$ cat src/rtl/pkwd_pkg.sv
package pkwd_pkg;

    typedef enum logic [1:0] {
        OP_PERM = 2'd0,
        OP_INS  = 2'd1,
        OP_EXT  = 2'd2,
        OP_SGN  = 2'd3
    } pkwd_op_e;

    typedef enum logic {
        ST_IDLE = 1'b0,
        ST_SHOW = 1'b1
    } pkwd_st_e;

endpackage

$ cat src/rtl/pkwd_perm.sv
module pkwd_perm #(
    parameter int LANES  = 4,
    parameter int LANE_W = 16,
    parameter int IDX_W  = 2
) (
    input  logic [LANES*IDX_W-1:0]  ctrl,
    input  logic [LANES*LANE_W-1:0] src,
    output logic [LANES*LANE_W-1:0] dst
);
    // Each destination lane has its own source selector.
    for (genvar i = 0; i < LANES; i++) begin : g_lane
        logic [IDX_W-1:0] sel;
        assign sel = ctrl[i*IDX_W +: IDX_W];
        assign dst[i*LANE_W +: LANE_W] = src[sel*LANE_W +: LANE_W];
    end
endmodule

$ cat src/rtl/pkwd_insert.sv
module pkwd_insert #(
    parameter int LANES  = 4,
    parameter int LANE_W = 16,
    parameter int IDX_W  = 2
) (
    input  logic [IDX_W-1:0]        idx,
    input  logic [LANE_W-1:0]       scalar,
    input  logic [LANES*LANE_W-1:0] src,
    output logic [LANES*LANE_W-1:0] dst
);
    for (genvar i = 0; i < LANES; i++) begin : g_lane
        assign dst[i*LANE_W +: LANE_W] =
            (idx == IDX_W'(i)) ? scalar : src[i*LANE_W +: LANE_W];
    end
endmodule

$ cat src/rtl/pkwd_extract.sv
module pkwd_extract #(
    parameter int LANES    = 4,
    parameter int LANE_W   = 16,
    parameter int IDX_W    = 2,
    parameter int SCALAR_W = 32
) (
    input  logic [IDX_W-1:0]        idx,
    input  logic [LANES*LANE_W-1:0] src,
    output logic [SCALAR_W-1:0]     scalar
);
    localparam int PAD_W = SCALAR_W - LANE_W;

    logic [LANE_W-1:0] word;
    assign word   = src[idx*LANE_W +: LANE_W];
    assign scalar = {{PAD_W{1'b0}}, word};
endmodule

$ cat src/rtl/pkwd_signmask.sv
module pkwd_signmask #(
    parameter int VEC_W    = 64,
    parameter int SCALAR_W = 32
) (
    input  logic [VEC_W-1:0]    src,
    output logic [SCALAR_W-1:0] mask
);
    localparam int BYTES = VEC_W / 8;

    for (genvar k = 0; k < BYTES; k++) begin : g_byte
        assign mask[k] = src[8*k + 7];
    end
    assign mask[SCALAR_W-1:BYTES] = '0;
endmodule

$ cat src/rtl/pkwd_unit.sv
module pkwd_unit
    import pkwd_pkg::*;
#(
    parameter  int LANES    = 4,
    parameter  int LANE_W   = 16,
    parameter  int SCALAR_W = 32,
    localparam int VEC_W    = LANES * LANE_W,
    localparam int IDX_W    = $clog2(LANES),
    localparam int IMM_W    = LANES * IDX_W
) (
    input  logic                clk,
    input  logic                rst_n,
    input  logic                req_valid,
    input  logic [1:0]          req_op,
    input  logic [VEC_W-1:0]    req_vec,
    input  logic [LANE_W-1:0]   req_scalar,
    input  logic [IMM_W-1:0]    req_imm,
    output logic                res_valid,
    output logic [VEC_W-1:0]    res_vec,
    output logic [SCALAR_W-1:0] res_scalar
);
    pkwd_op_e          op;
    pkwd_st_e          state, state_nxt;
    logic [VEC_W-1:0]    perm_vec, ins_vec, nxt_vec, vec_q;
    logic [SCALAR_W-1:0] ext_sc, sgn_sc, nxt_sc, sc_q;

    assign op = pkwd_op_e'(req_op);

    pkwd_perm #(.LANES(LANES), .LANE_W(LANE_W), .IDX_W(IDX_W)) u_perm (
        .ctrl (req_imm),
        .src  (req_vec),
        .dst  (perm_vec)
    );

    pkwd_insert #(.LANES(LANES), .LANE_W(LANE_W), .IDX_W(IDX_W)) u_ins (
        .idx    (req_imm[IDX_W-1:0]),
        .scalar (req_scalar),
        .src    (req_vec),
        .dst    (ins_vec)
    );

    pkwd_extract #(.LANES(LANES), .LANE_W(LANE_W), .IDX_W(IDX_W),
                   .SCALAR_W(SCALAR_W)) u_ext (
        .idx    (req_imm[IDX_W-1:0]),
        .src    (req_vec),
        .scalar (ext_sc)
    );

    pkwd_signmask #(.VEC_W(VEC_W), .SCALAR_W(SCALAR_W)) u_sgn (
        .src  (req_vec),
        .mask (sgn_sc)
    );

    // Route the selected operation's results; zero the unused bus.
    always_comb begin
        nxt_vec = '0;
        nxt_sc  = '0;
        unique case (op)
            OP_PERM: nxt_vec = perm_vec;
            OP_INS:  nxt_vec = ins_vec;
            OP_EXT:  nxt_sc  = ext_sc;
            OP_SGN:  nxt_sc  = sgn_sc;
            default: ;
        endcase
    end

    // Next-state logic for the output controller.
    always_comb begin
        state_nxt = state;
        unique case (state)
            ST_IDLE: state_nxt = req_valid ? ST_SHOW : ST_IDLE;
            ST_SHOW: state_nxt = req_valid ? ST_SHOW : ST_IDLE;
            default: state_nxt = ST_IDLE;
        endcase
    end

    // State register.
    always_ff @(posedge clk) begin
        if (!rst_n) state <= ST_IDLE;
        else        state <= state_nxt;
    end

    // Result registers, cleared on cycles without a request.
    always_ff @(posedge clk) begin
        if (!rst_n || !req_valid) begin
            vec_q <= '0;
            sc_q  <= '0;
        end else begin
            vec_q <= nxt_vec;
            sc_q  <= nxt_sc;
        end
    end

    assign res_valid  = (state == ST_SHOW);
    assign res_vec    = vec_q;
    assign res_scalar = sc_q;

    AST_VALID_LATENCY: assert property (@(posedge clk) disable iff (!rst_n)
        req_valid |=> res_valid);
    AST_VALID_DROP: assert property (@(posedge clk) disable iff (!rst_n)
        !req_valid |=> !res_valid);
    AST_PERM_NO_SCALAR: assert property (@(posedge clk) disable iff (!rst_n)
        (res_valid && $past(req_op) == 2'd0) |-> res_scalar == '0);
    AST_INS_NO_SCALAR: assert property (@(posedge clk) disable iff (!rst_n)
        (res_valid && $past(req_op) == 2'd1) |-> res_scalar == '0);
    AST_EXT_ZERO_EXT: assert property (@(posedge clk) disable iff (!rst_n)
        (res_valid && $past(req_op) == 2'd2)
            |-> (res_scalar[SCALAR_W-1:LANE_W] == '0 && res_vec == '0));
    AST_SGN_UPPER_ZERO: assert property (@(posedge clk) disable iff (!rst_n)
        (res_valid && $past(req_op) == 2'd3)
            |-> (res_scalar[SCALAR_W-1:VEC_W/8] == '0 && res_vec == '0));
    AST_IDLE_ZERO: assert property (@(posedge clk) disable iff (!rst_n)
        !res_valid |-> (res_vec == '0 && res_scalar == '0));
endmodule

$ cat config.mk
export PLATFORM = sky130hd
export DESIGN_NAME = pkwd_unit
export DESIGN_NICKNAME = d
export VERILOG_FILES = /design/src/rtl/pkwd_pkg.sv /design/src/rtl/pkwd_perm.sv /design/src/rtl/pkwd_insert.sv /design/src/rtl/pkwd_extract.sv /design/src/rtl/pkwd_signmask.sv /design/src/rtl/pkwd_unit.sv
export SDC_FILE = /design/constraint.sdc
export NUM_CORES = 1
export LEC_CHECK = 0
export ABC_CLOCK_PERIOD_IN_PS = 1900
export BUFFER_PORTS_ARGS = -buffer_cell sky130_fd_sc_hd__buf_4
export CAP_MARGIN = 20
export CORE_UTILIZATION = 51
export CTS_CLUSTER_SIZE = 14
export DETAILED_ROUTE_END_ITERATION = 16
export PLACE_DENSITY = 0.82
export SLEW_MARGIN = 5
export SYNTH_ARGS = -nofsm -noshare
export SYNTH_HDL_FRONTEND = slang
export SYNTH_SLANG_ARGS = --single-unit
$ cat constraint.sdc
create_clock -name clk -period 1.9 [get_ports clk]
set_clock_uncertainty 0.05 [all_clocks]
set_input_delay 0.38 -clock clk [delete_from_list [all_inputs] [get_ports clk]]
set_output_delay 0.38 -clock clk [all_outputs]
set_load 0.01 [all_outputs]
==> flow_summary.html, run 1 <==
<table>
<tr><th>Metric</th><th>Value</th></tr>
<tr><th colspan="2">Pwr</th></tr>
<tr><td>Leakage power summed over all cells</td><td>0.00297 uW</td></tr>
<tr><td>PwrDens</td><td>652 nW/um^2</td></tr>
<tr><td>Switching power of the nets</td><td>1250 uW</td></tr>
<tr><td>Fraction of power consumed by sequential logic</td><td>0.397</td></tr>
<tr><td>Clock network power share</td><td>0.350</td></tr>
<tr><td>Net switching fraction of the power</td><td>0.282</td></tr>
<tr><td>Comb power frac</td><td>0.252</td></tr>
<tr><td>Maximum vdd drop</td><td>0.000455 V</td></tr>
<tr><td>Internal cell power</td><td>3180 uW</td></tr>
<tr><th colspan="2">Worst setup path</th></tr>
<tr><td>Total buffers and inverters traversed by the critical path</td><td>1</td></tr>
<tr><td>Worst Path Class, Setup</td><td>input pin to register</td></tr>
<tr><td>Crit path required time</td><td>2.13 ns</td></tr>
<tr><td>Critical path, cell by cell</td><td>buf_4 -&gt; and2b_1 -&gt; nand2_1 -&gt; a21o_1 -&gt; a21oi_1</td></tr>
<tr><td>Crit path launch type</td><td>input pin</td></tr>
<tr><td>Critical Path End Type</td><td>register</td></tr>
<tr><td>Family of cells with the greatest summed delay on the critical path</td><td>simple AND/OR/NAND/NOR gates</td></tr>
<tr><td>Max incr delay on CP</td><td>0.63 ns</td></tr>
<tr><td>Slowest cell on the critical path</td><td>sky130_fd_sc_hd__and2b_1</td></tr>
<tr><td>Critical path fanouts, max</td><td>16</td></tr>
<tr><td>Data arrival time of the critical path</td><td>1.64 ns</td></tr>
<tr><th colspan="2">Global routing</th></tr>
<tr><td>Met1 track demand over resource in global routing</td><td>0.407</td></tr>
<tr><td>Remaining global-route overflow</td><td>0</td></tr>
<tr><td>Met2 routing resource usage after global routing</td><td>0.497</td></tr>
<tr><td>Total global-route track usage</td><td>0.322</td></tr>
<tr><td>Largest net degree at the start of global routing</td><td>65</td></tr>
<tr><td>Vias in the first global route</td><td>4932</td></tr>
<tr><td>Wire length of the first global-routing pass</td><td>25600 um</td></tr>
<tr><td>Most congested layer reported by global routing</td><td>met2</td></tr>
<tr><td>Number of antenna violations at the first check in global routing</td><td>0</td></tr>
<tr><td>Met3 routing resource usage after global routing</td><td>0.104</td></tr>
<tr><th colspan="2">Synthesis</th></tr>
<tr><td>Proportion of synthesized chip area in sequential cells</td><td>0.310</td></tr>
<tr><td>Area leader, netlist</td><td>sky130_fd_sc_hd__dfxtp_1</td></tr>
<tr><td>Synth top cells by count</td><td>147 x sky130_fd_sc_hd__nand2_1, 81 x sky130_fd_sc_hd__dfxtp_1, 59 x sky130_fd_sc_hd__mux4_2</td></tr>
<tr><td>Post-Syn Area</td><td>5240 um^2</td></tr>
<tr><td>Most instantiated flip-flop cell in the synthesis netlist</td><td>sky130_fd_sc_hd__dfxtp_1</td></tr>
<tr><td>Number of enable flip-flop cells after synthesis</td><td>0</td></tr>
<tr><td>Share of Yosys cell area claimed by the top area cell type</td><td>0.310</td></tr>
<tr><td>Mean instance size in the synthesized netlist</td><td>9.76 um^2</td></tr>
<tr><td>Number of different library cells in the post-synthesis netlist</td><td>26</td></tr>
<tr><td>Warnings from Yosys</td><td>0</td></tr>
<tr><td>Flops &amp; latches, synth</td><td>81</td></tr>
<tr><td>Ranking of synthesized cells by area</td><td>sky130_fd_sc_hd__dfxtp_1 31%, sky130_fd_sc_hd__mux4_2 25%, sky130_fd_sc_hd__nand2_1 11%</td></tr>
<tr><td>Library cell with the highest instance count after synthesis</td><td>sky130_fd_sc_hd__nand2_1</td></tr>
<tr><td>Async set-reset flop share out of synthesis</td><td>0</td></tr>
<tr><td>Synthesized instance count</td><td>537</td></tr>
<tr><th colspan="2">Placement</th></tr>
<tr><td>Inst Count DP</td><td>812</td></tr>
<tr><td>Routability-driven placement congestion ratio</td><td>0.852</td></tr>
<tr><td>Placed inst area</td><td>6560 um^2</td></tr>
<tr><td>Count of buffers from port buffering</td><td>173</td></tr>
<tr><td>Detailed Place HPWL</td><td>11500 um</td></tr>
<tr><th colspan="2">Routing</th></tr>
<tr><td>Post-detailed-routing wire length</td><td>16700 um</td></tr>
<tr><td>Iteration count of the initial detailed-routing pass</td><td>5</td></tr>
<tr><td>DRC violation total after the first TritonRoute iteration</td><td>429</td></tr>
<tr><td>Post-DRT Antenna Nets</td><td>0</td></tr>
<tr><td>Routed wirelength normalized by instance count</td><td>20.2 um</td></tr>
<tr><td>Number of vias after detailed routing</td><td>5076</td></tr>
<tr><td>Number of remaining DRC errors</td><td>0</td></tr>
<tr><td>Routed via count divided by cell count</td><td>6.13</td></tr>
<tr><th colspan="2">Hold path</th></tr>
<tr><td>Worst hold path class</td><td>input pin to register</td></tr>
<tr><th colspan="2">STA</th></tr>
<tr><td>Slew HR</td><td>0.545</td></tr>
<tr><td>Final-layout worst hold slack</td><td>0.271 ns</td></tr>
<tr><td>Actual transition at the worst max-transition pin</td><td>0.683 ns</td></tr>
<tr><td>Achievable Freq</td><td>0.709 GHz</td></tr>
<tr><td>Number of endpoints with negative hold slack in the final report</td><td>0</td></tr>
<tr><td>Post-route setup TNS</td><td>0 ns</td></tr>
<tr><td>RSZ-0062 raised after global routing</td><td>false</td></tr>
<tr><td>Minimum clock period</td><td>1.41 ns</td></tr>
<tr><td>Final Cycle Share</td><td>0.742</td></tr>
<tr><td>Number of pins exceeding their max-slew limit in the final report</td><td>0</td></tr>
<tr><td>Number of failing setup endpoints in the final timing report</td><td>0</td></tr>
<tr><th colspan="2">Layout</th></tr>
<tr><td>Synthesis-to-layout area growth</td><td>29.9%</td></tr>
<tr><td>Final nets</td><td>783</td></tr>
<tr><td>Share of cells above drive strength 1</td><td>0.388</td></tr>
<tr><td>Post-route design area</td><td>6810 um^2</td></tr>
<tr><td>Post-Layout Cell Count</td><td>828</td></tr>
<tr><td>N_diodes</td><td>0</td></tr>
<tr><td>Post-layout utilization of the core</td><td>0.690</td></tr>
<tr><th colspan="2">Clocking</th></tr>
<tr><td>Sinks on Clock Net</td><td>81</td></tr>
<tr><td>Cell at the root of the clock tree</td><td>sky130_fd_sc_hd__clkbuf_8</td></tr>
<tr><td>Max clock buf depth</td><td>2</td></tr>
<tr><td>Clock tree from TritonCTS</td><td>yes</td></tr>
<tr><td>CTS clk-pin slew, worst paths</td><td>0.09 ns</td></tr>
<tr><td>CTS hold repair buffers</td><td>0</td></tr>
<tr><td>CTS Buf Count</td><td>9</td></tr>
<tr><td>Resized Gates After CTS</td><td>0</td></tr>
<tr><td>H-tree depth reported by CTS</td><td>3</td></tr>
<tr><td>Setup fix buffers added after clock tree synthesis</td><td>0</td></tr>
<tr><th colspan="2">Floorplanning</th></tr>
<tr><td>Number of placement rows</td><td>36</td></tr>
<tr><td>Initial core utilization</td><td>0.531</td></tr>
<tr><td>Ports placed on the boundary</td><td>190</td></tr>
<tr><td>DIE WIDTH</td><td>103 um</td></tr>
<tr><td>Floorplan core area</td><td>9860 um^2</td></tr>
<tr><td>Die area</td><td>10700 um^2</td></tr>
<tr><td>Die H</td><td>103 um</td></tr>
<tr><th colspan="2">Run</th></tr>
<tr><td>Count of max-cap constraint violations</td><td>0</td></tr>
<tr><th colspan="2">Status</th></tr>
<tr><td>Run status</td><td>finished clean</td></tr>
</table>
path summary, 6_finish.rpt:
path                  startpoint           to  slack [ns]  cells past startpoint
worst min-delay path       rst_n    res_valid        0.27                      3
worst max-delay path  req_imm[0]  res_vec[34]        0.49                      5
power by group through the flow:
stage                     clock (uW)  combinational (uW)  sequential, uW
final                           1550                1120            1760
after global routing            1640                1190            1770
after CTS                       1560                1100            1760
after detailed placement           0                1090            1800
after global placement             0                1070            1800
after floorplan                    0                 650            1820
metrics by stage:
| stage | setup WS [ns] | power (uW) |
|---|---|---|
| after floorplan | 0.339 | 2470 |
| after global placement | 0.166 | 2870 |
| after detailed placement | 0.139 | 2890 |
| after CTS | 0.514 | 4420 |
| after global routing | 0.417 | 4600 |
| final | 0.490 | 4440 |
layout make-up:
| cell class | instances | area (um^2) |
|---|---|---|
| Multi-Input combinational cell | 405 | 3280 |
| Fill cell | 746 | 3060 |
| Sequential cell | 81 | 1620 |
| Timing Repair Buffer | 192 | 1490 |
| Tap cell | 133 | 166 |
| Clock buffer | 9 | 124 |
| Clock inverter | 7 | 118 |
| Inverter | 1 | 3.75 |
flip-flops by register name (all words and copies together) (netlist names):
signal	cells
res_scalar	16
res_valid	1
res_vec	64
logic make-up (layout without fill, tap and decap cells):
kind of cell / after synthesis / count (layout) / synth area share
AND/OR/NAND/NOR: 189 / 189 / 0.147
other: 1 / 16 / 0.000716
multiplexers: 88 / 88 / 0.325
flip-flops: 81 / 81 / 0.310
AO/OA/AOI/OAI: 112 / 112 / 0.141
buffers and inverters: 66 / 209 / 0.0764
per-layer routing:
layer,up-vias,share of wire
met3,58,0.13
met2,447,0.47
met5,-,0
li1,2192,-
met4,0,0.032
met1,2379,0.37
tightest hold or removal path, delay by kind of cell:
kind,cells,cell delay [ns]
and+or+nand+nor,1,0.06
buffers and inverters,2,0.19
placed cells by master, fill, tap and decap left out, types with 2 or more instances in the layout:
cell type and count:
sky130_fd_sc_hd__a21o_1 48, sky130_fd_sc_hd__a21oi_1 48, sky130_fd_sc_hd__a2bb2oi_1 16, sky130_fd_sc_hd__buf_12 4, sky130_fd_sc_hd__buf_4 188, sky130_fd_sc_hd__bufinv_16 3, sky130_fd_sc_hd__clkbuf_8 9, sky130_fd_sc_hd__clkinv_2 2
sky130_fd_sc_hd__conb_1 16, sky130_fd_sc_hd__dfxtp_1 81, sky130_fd_sc_hd__mux2i_1 24, sky130_fd_sc_hd__mux4_1 5, sky130_fd_sc_hd__mux4_2 59, sky130_fd_sc_hd__nand2_1 147, sky130_fd_sc_hd__nand2b_1 2, sky130_fd_sc_hd__nor2_1 24
sky130_fd_sc_hd__nor2b_1 9
(Power assumes the default switching activity.)
==> run 2: changes to the inputs <==
--- a/config.mk
+++ b/config.mk
@@ -5,7 +5,7 @@
 export SDC_FILE = /design/constraint.sdc
 export NUM_CORES = 1
 export LEC_CHECK = 0
-export ABC_CLOCK_PERIOD_IN_PS = 1900
+export ABC_CLOCK_PERIOD_IN_PS = 1300
 export BUFFER_PORTS_ARGS = -buffer_cell sky130_fd_sc_hd__buf_4
 export CAP_MARGIN = 20
 export CORE_UTILIZATION = 51
==> constraint.sdc (replaced) <==
create_clock -name clk -period 1.3 [get_ports clk]
set_clock_uncertainty 0.05 [all_clocks]
set_input_delay 0.26 -clock clk [delete_from_list [all_inputs] [get_ports clk]]
set_output_delay 0.26 -clock clk [all_outputs]
set_load 0.01 [all_outputs]
==> run 2 against run 1 <==
Against the previous run: first-iteration DRC count increased by 14%; non-clock buffer count increased by 17; critical path depth decreased by 4; global-route usage increased by 2.6 points; sequential power increased by 47%; core utilization increased by 2.0 points.
==> flow_summary.html, run 2 (same netlist as run 1, synthesis figures left out) <==
<table>
<tr><th>Metric</th><th>Value</th></tr>
<tr><th colspan="2">Status</th></tr>
<tr><td>Run status</td><td>finished clean (unchanged)</td></tr>
<tr><th colspan="2">Layout</th></tr>
<tr><td>Leading cell type in the layout, fill and taps excluded</td><td>sky130_fd_sc_hd__buf_4 (unchanged)</td></tr>
<tr><td>N_diodes</td><td>0 (unchanged)</td></tr>
<tr><td>Synthesis-to-layout area growth</td><td>33.7% (was 29.9%)</td></tr>
<tr><td>Share of cells above drive strength 1</td><td>0.403 (was 0.388)</td></tr>
<tr><td>Sequential cell area</td><td>1620 um^2 (unchanged)</td></tr>
<tr><td>Post-layout utilization of the core</td><td>0.710 (was 0.690)</td></tr>
<tr><td>Fill cell instance count of the final layout</td><td>736 (was 746)</td></tr>
<tr><td>Area of combinational cells with multiple inputs</td><td>3280 um^2 (unchanged)</td></tr>
<tr><td>Flip-flop count of the largest register, all copies and words added</td><td>64 (unchanged)</td></tr>
<tr><td>Post-route design area</td><td>7000 um^2 (was 6810 um^2)</td></tr>
<tr><td>Commonest cells after routing, fill and taps aside</td><td>193 x sky130_fd_sc_hd__buf_4, 147 x sky130_fd_sc_hd__nand2_1, 81 x sky130_fd_sc_hd__dfxtp_1, 59 x sky130_fd_sc_hd__mux4_2 (was 188 x sky130_fd_sc_hd__buf_4, 147 x sky130_fd_sc_hd__nand2_1, 81 x sky130_fd_sc_hd__dfxtp_1, 59 x sky130_fd_sc_hd__mux4_2)</td></tr>
<tr><td>Final nets</td><td>800 (was 783)</td></tr>
<tr><td>Post-Layout Cell Count</td><td>845 (was 828)</td></tr>
<tr><th colspan="2">Global routing</th></tr>
<tr><td>Remaining global-route overflow</td><td>0 (unchanged)</td></tr>
<tr><td>Largest net degree at the start of global routing</td><td>39 (was 65)</td></tr>
<tr><td>Total global-route track usage</td><td>0.348 (was 0.322)</td></tr>
<tr><td>Vias in the first global route</td><td>5070 (was 4932)</td></tr>
<tr><td>Number of antenna violations at the first check in global routing</td><td>0 (unchanged)</td></tr>
<tr><td>Wire length of the first global-routing pass</td><td>27100 um (was 25600 um)</td></tr>
<tr><th colspan="2">Clocking</th></tr>
<tr><td>Cell at the root of the clock tree</td><td>sky130_fd_sc_hd__clkbuf_8 (unchanged)</td></tr>
<tr><td>CTS Buf Count</td><td>9 (unchanged)</td></tr>
<tr><td>Sinks on Clock Net</td><td>81 (unchanged)</td></tr>
<tr><td>CTS clk-pin slew, worst paths</td><td>0.09 ns (about the same)</td></tr>
<tr><td>H-tree depth reported by CTS</td><td>3 (unchanged)</td></tr>
<tr><td>Clock tree from TritonCTS</td><td>yes (unchanged)</td></tr>
<tr><td>Setup fix buffers added after clock tree synthesis</td><td>0 (unchanged)</td></tr>
<tr><td>Max clock buf depth</td><td>2 (unchanged)</td></tr>
<tr><th colspan="2">Placement</th></tr>
<tr><td>Inst Count DP</td><td>829 (was 812)</td></tr>
<tr><td>Routability-driven placement congestion ratio</td><td>0.899 (was 0.852)</td></tr>
<tr><td>Placed inst area</td><td>6830 um^2 (was 6560 um^2)</td></tr>
<tr><td>Setup Slack @ Placement</td><td>-0.373 ns (was 0.139 ns)</td></tr>
<tr><td>Detailed Place HPWL</td><td>12500 um (was 11500 um)</td></tr>
<tr><td>Count of buffers from port buffering</td><td>173 (unchanged)</td></tr>
<tr><th colspan="2">Worst setup path</th></tr>
<tr><td>Worst Path Class, Setup</td><td>register to output pin (was input pin to register)</td></tr>
<tr><td>Total buffers and inverters traversed by the critical path</td><td>1 (unchanged)</td></tr>
<tr><td>Crit path required time</td><td>0.99 ns (was 2.13 ns)</td></tr>
<tr><td>Max incr delay on CP</td><td>0.42 ns (was 0.63 ns)</td></tr>
<tr><td>Family of cells with the greatest summed delay on the critical path</td><td>flip-flops (was simple AND/OR/NAND/NOR gates)</td></tr>
<tr><td>Critical Path End Type</td><td>output pin (was register)</td></tr>
<tr><td>Crit path launch type</td><td>register (was input pin)</td></tr>
<tr><td>Slowest cell on the critical path</td><td>sky130_fd_sc_hd__dfxtp_1 (was sky130_fd_sc_hd__and2b_1)</td></tr>
<tr><td>Critical path, cell by cell</td><td>buf_4 (was buf_4 -&gt; and2b_1 -&gt; nand2_1 -&gt; a21o_1 -&gt; a21oi_1)</td></tr>
<tr><td>Critical path fanouts, max</td><td>1 (was 16)</td></tr>
<tr><td>Data arrival time of the critical path</td><td>0.94 ns (was 1.64 ns)</td></tr>
<tr><th colspan="2">STA</th></tr>
<tr><td>Number of failing setup endpoints in the final timing report</td><td>0 (unchanged)</td></tr>
<tr><td>Number of pins exceeding their max-slew limit in the final report</td><td>0 (unchanged)</td></tr>
<tr><td>RSZ-0062 raised after global routing</td><td>false (unchanged)</td></tr>
<tr><td>Number of endpoints with negative hold slack in the final report</td><td>0 (unchanged)</td></tr>
<tr><td>Final Cycle Share</td><td>0.963</td></tr>
<tr><td>Achievable Freq</td><td>0.799 GHz</td></tr>
<tr><td>Minimum clock period</td><td>1.25 ns</td></tr>
<tr><td>Worst-case setup margin in the final layout</td><td>0.0481 ns (was 0.490 ns)</td></tr>
<tr><th colspan="2">Routing</th></tr>
<tr><td>Routed wirelength normalized by instance count</td><td>21.0 um (was 20.2 um)</td></tr>
<tr><td>DRC violation total after the first TritonRoute iteration</td><td>487 (was 429)</td></tr>
<tr><td>Number of remaining DRC errors</td><td>0 (unchanged)</td></tr>
<tr><td>Post-DRT Antenna Nets</td><td>0 (unchanged)</td></tr>
<tr><td>Iteration count of the initial detailed-routing pass</td><td>5 (unchanged)</td></tr>
<tr><td>Routed via count divided by cell count</td><td>6.22 (was 6.13)</td></tr>
<tr><td>Number of vias after detailed routing</td><td>5256 (was 5076)</td></tr>
<tr><td>Post-detailed-routing wire length</td><td>17700 um (was 16700 um)</td></tr>
<tr><th colspan="2">Floorplanning</th></tr>
<tr><td>Die area</td><td>10700 um^2 (unchanged)</td></tr>
<tr><td>Number of placement rows</td><td>36 (unchanged)</td></tr>
<tr><td>Ports placed on the boundary</td><td>190 (unchanged)</td></tr>
<tr><td>Floorplan core area</td><td>9860 um^2 (unchanged)</td></tr>
<tr><td>Initial core utilization</td><td>0.531 (unchanged)</td></tr>
<tr><td>Die H</td><td>103 um (unchanged)</td></tr>
<tr><td>DIE WIDTH</td><td>103 um (unchanged)</td></tr>
<tr><th colspan="2">Pwr</th></tr>
<tr><td>Leakage power summed over all cells</td><td>0.00306 uW (was 0.00297 uW)</td></tr>
<tr><td>Overall Power</td><td>6000 uW (was 4440 uW)</td></tr>
<tr><td>Comb power frac</td><td>0.288 (was 0.252)</td></tr>
<tr><td>Fraction of power consumed by sequential logic</td><td>0.430 (was 0.397)</td></tr>
<tr><td>Maximum vdd drop</td><td>0.000443 V (was 0.000455 V)</td></tr>
<tr><td>Net switching fraction of the power</td><td>0.310 (was 0.282)</td></tr>
<tr><td>Clock network power share</td><td>0.282 (was 0.350)</td></tr>
<tr><td>Switching power of the nets</td><td>1860 uW (was 1250 uW)</td></tr>
<tr><td>PwrDens</td><td>856 nW/um^2 (was 652 nW/um^2)</td></tr>
<tr><td>Internal cell power</td><td>4140 uW (was 3180 uW)</td></tr>
<tr><th colspan="2">Hold path</th></tr>
<tr><td>Worst hold path class</td><td>input pin to register (unchanged)</td></tr>
<tr><th colspan="2">Run</th></tr>
<tr><td>Count of max-cap constraint violations</td><td>0 (unchanged)</td></tr>
</table>
## run 2: final timing paths
path	slack (ns)	end	startpoint	cells after the start
hold / removal	0.15	res_scalar[1]	req_vec[15]	3
setup / recovery	0.05	res_vec[8]	res_vec[8]	1
## run 2: per-stage QoR
stage	TNS, ns	hold slack (ns)
2_1_floorplan	-0.969	0.357
3_3_place_gp	-19.24	0.497
3_5_place_dp	-21.65	0.518
4_1_cts	0	0.139
5_1_grt	0	0.141
6_report	0	0.154
## run 2: power groups by stage
stage                     clock, uW  combinational [uW]  sequential [uW]
final                          1690                1730             2580
after global routing           1830                1840             2590
after CTS                      1710                1700             2580
after detailed placement          0                1690             2640
after global placement            0                1660             2640
after floorplan                   0                 984             2660
## run 2: metal layers
metal  global-route usage  up-vias  routed length (um)
met2                0.555      474                8460
met3               0.0719       70                2270
met5                    0        -                   0
met4                0.144        0                 550
met1                0.463     2481                6450
li1                     -     2231                   -
## run 2: what timing repair did
item | CTS | global route
resized for setup | 0 | 1
setup endpoints to repair | 0 | 19
hold buffers | 0 | 0
## run 2: cell type report
| cell class | instances | share of cell area |
|---|---|---|
| clock buffers | 9 | 0.0177 |
| clock inverters | 7 | 0.00679 |
| well taps | 133 | 0.0238 |
| multi-input cells | 405 | 0.468 |
| flip-flops and latches | 81 | 0.232 |
| repair buffers | 209 | 0.251 |
| inverters | 1 | 0.000536 |
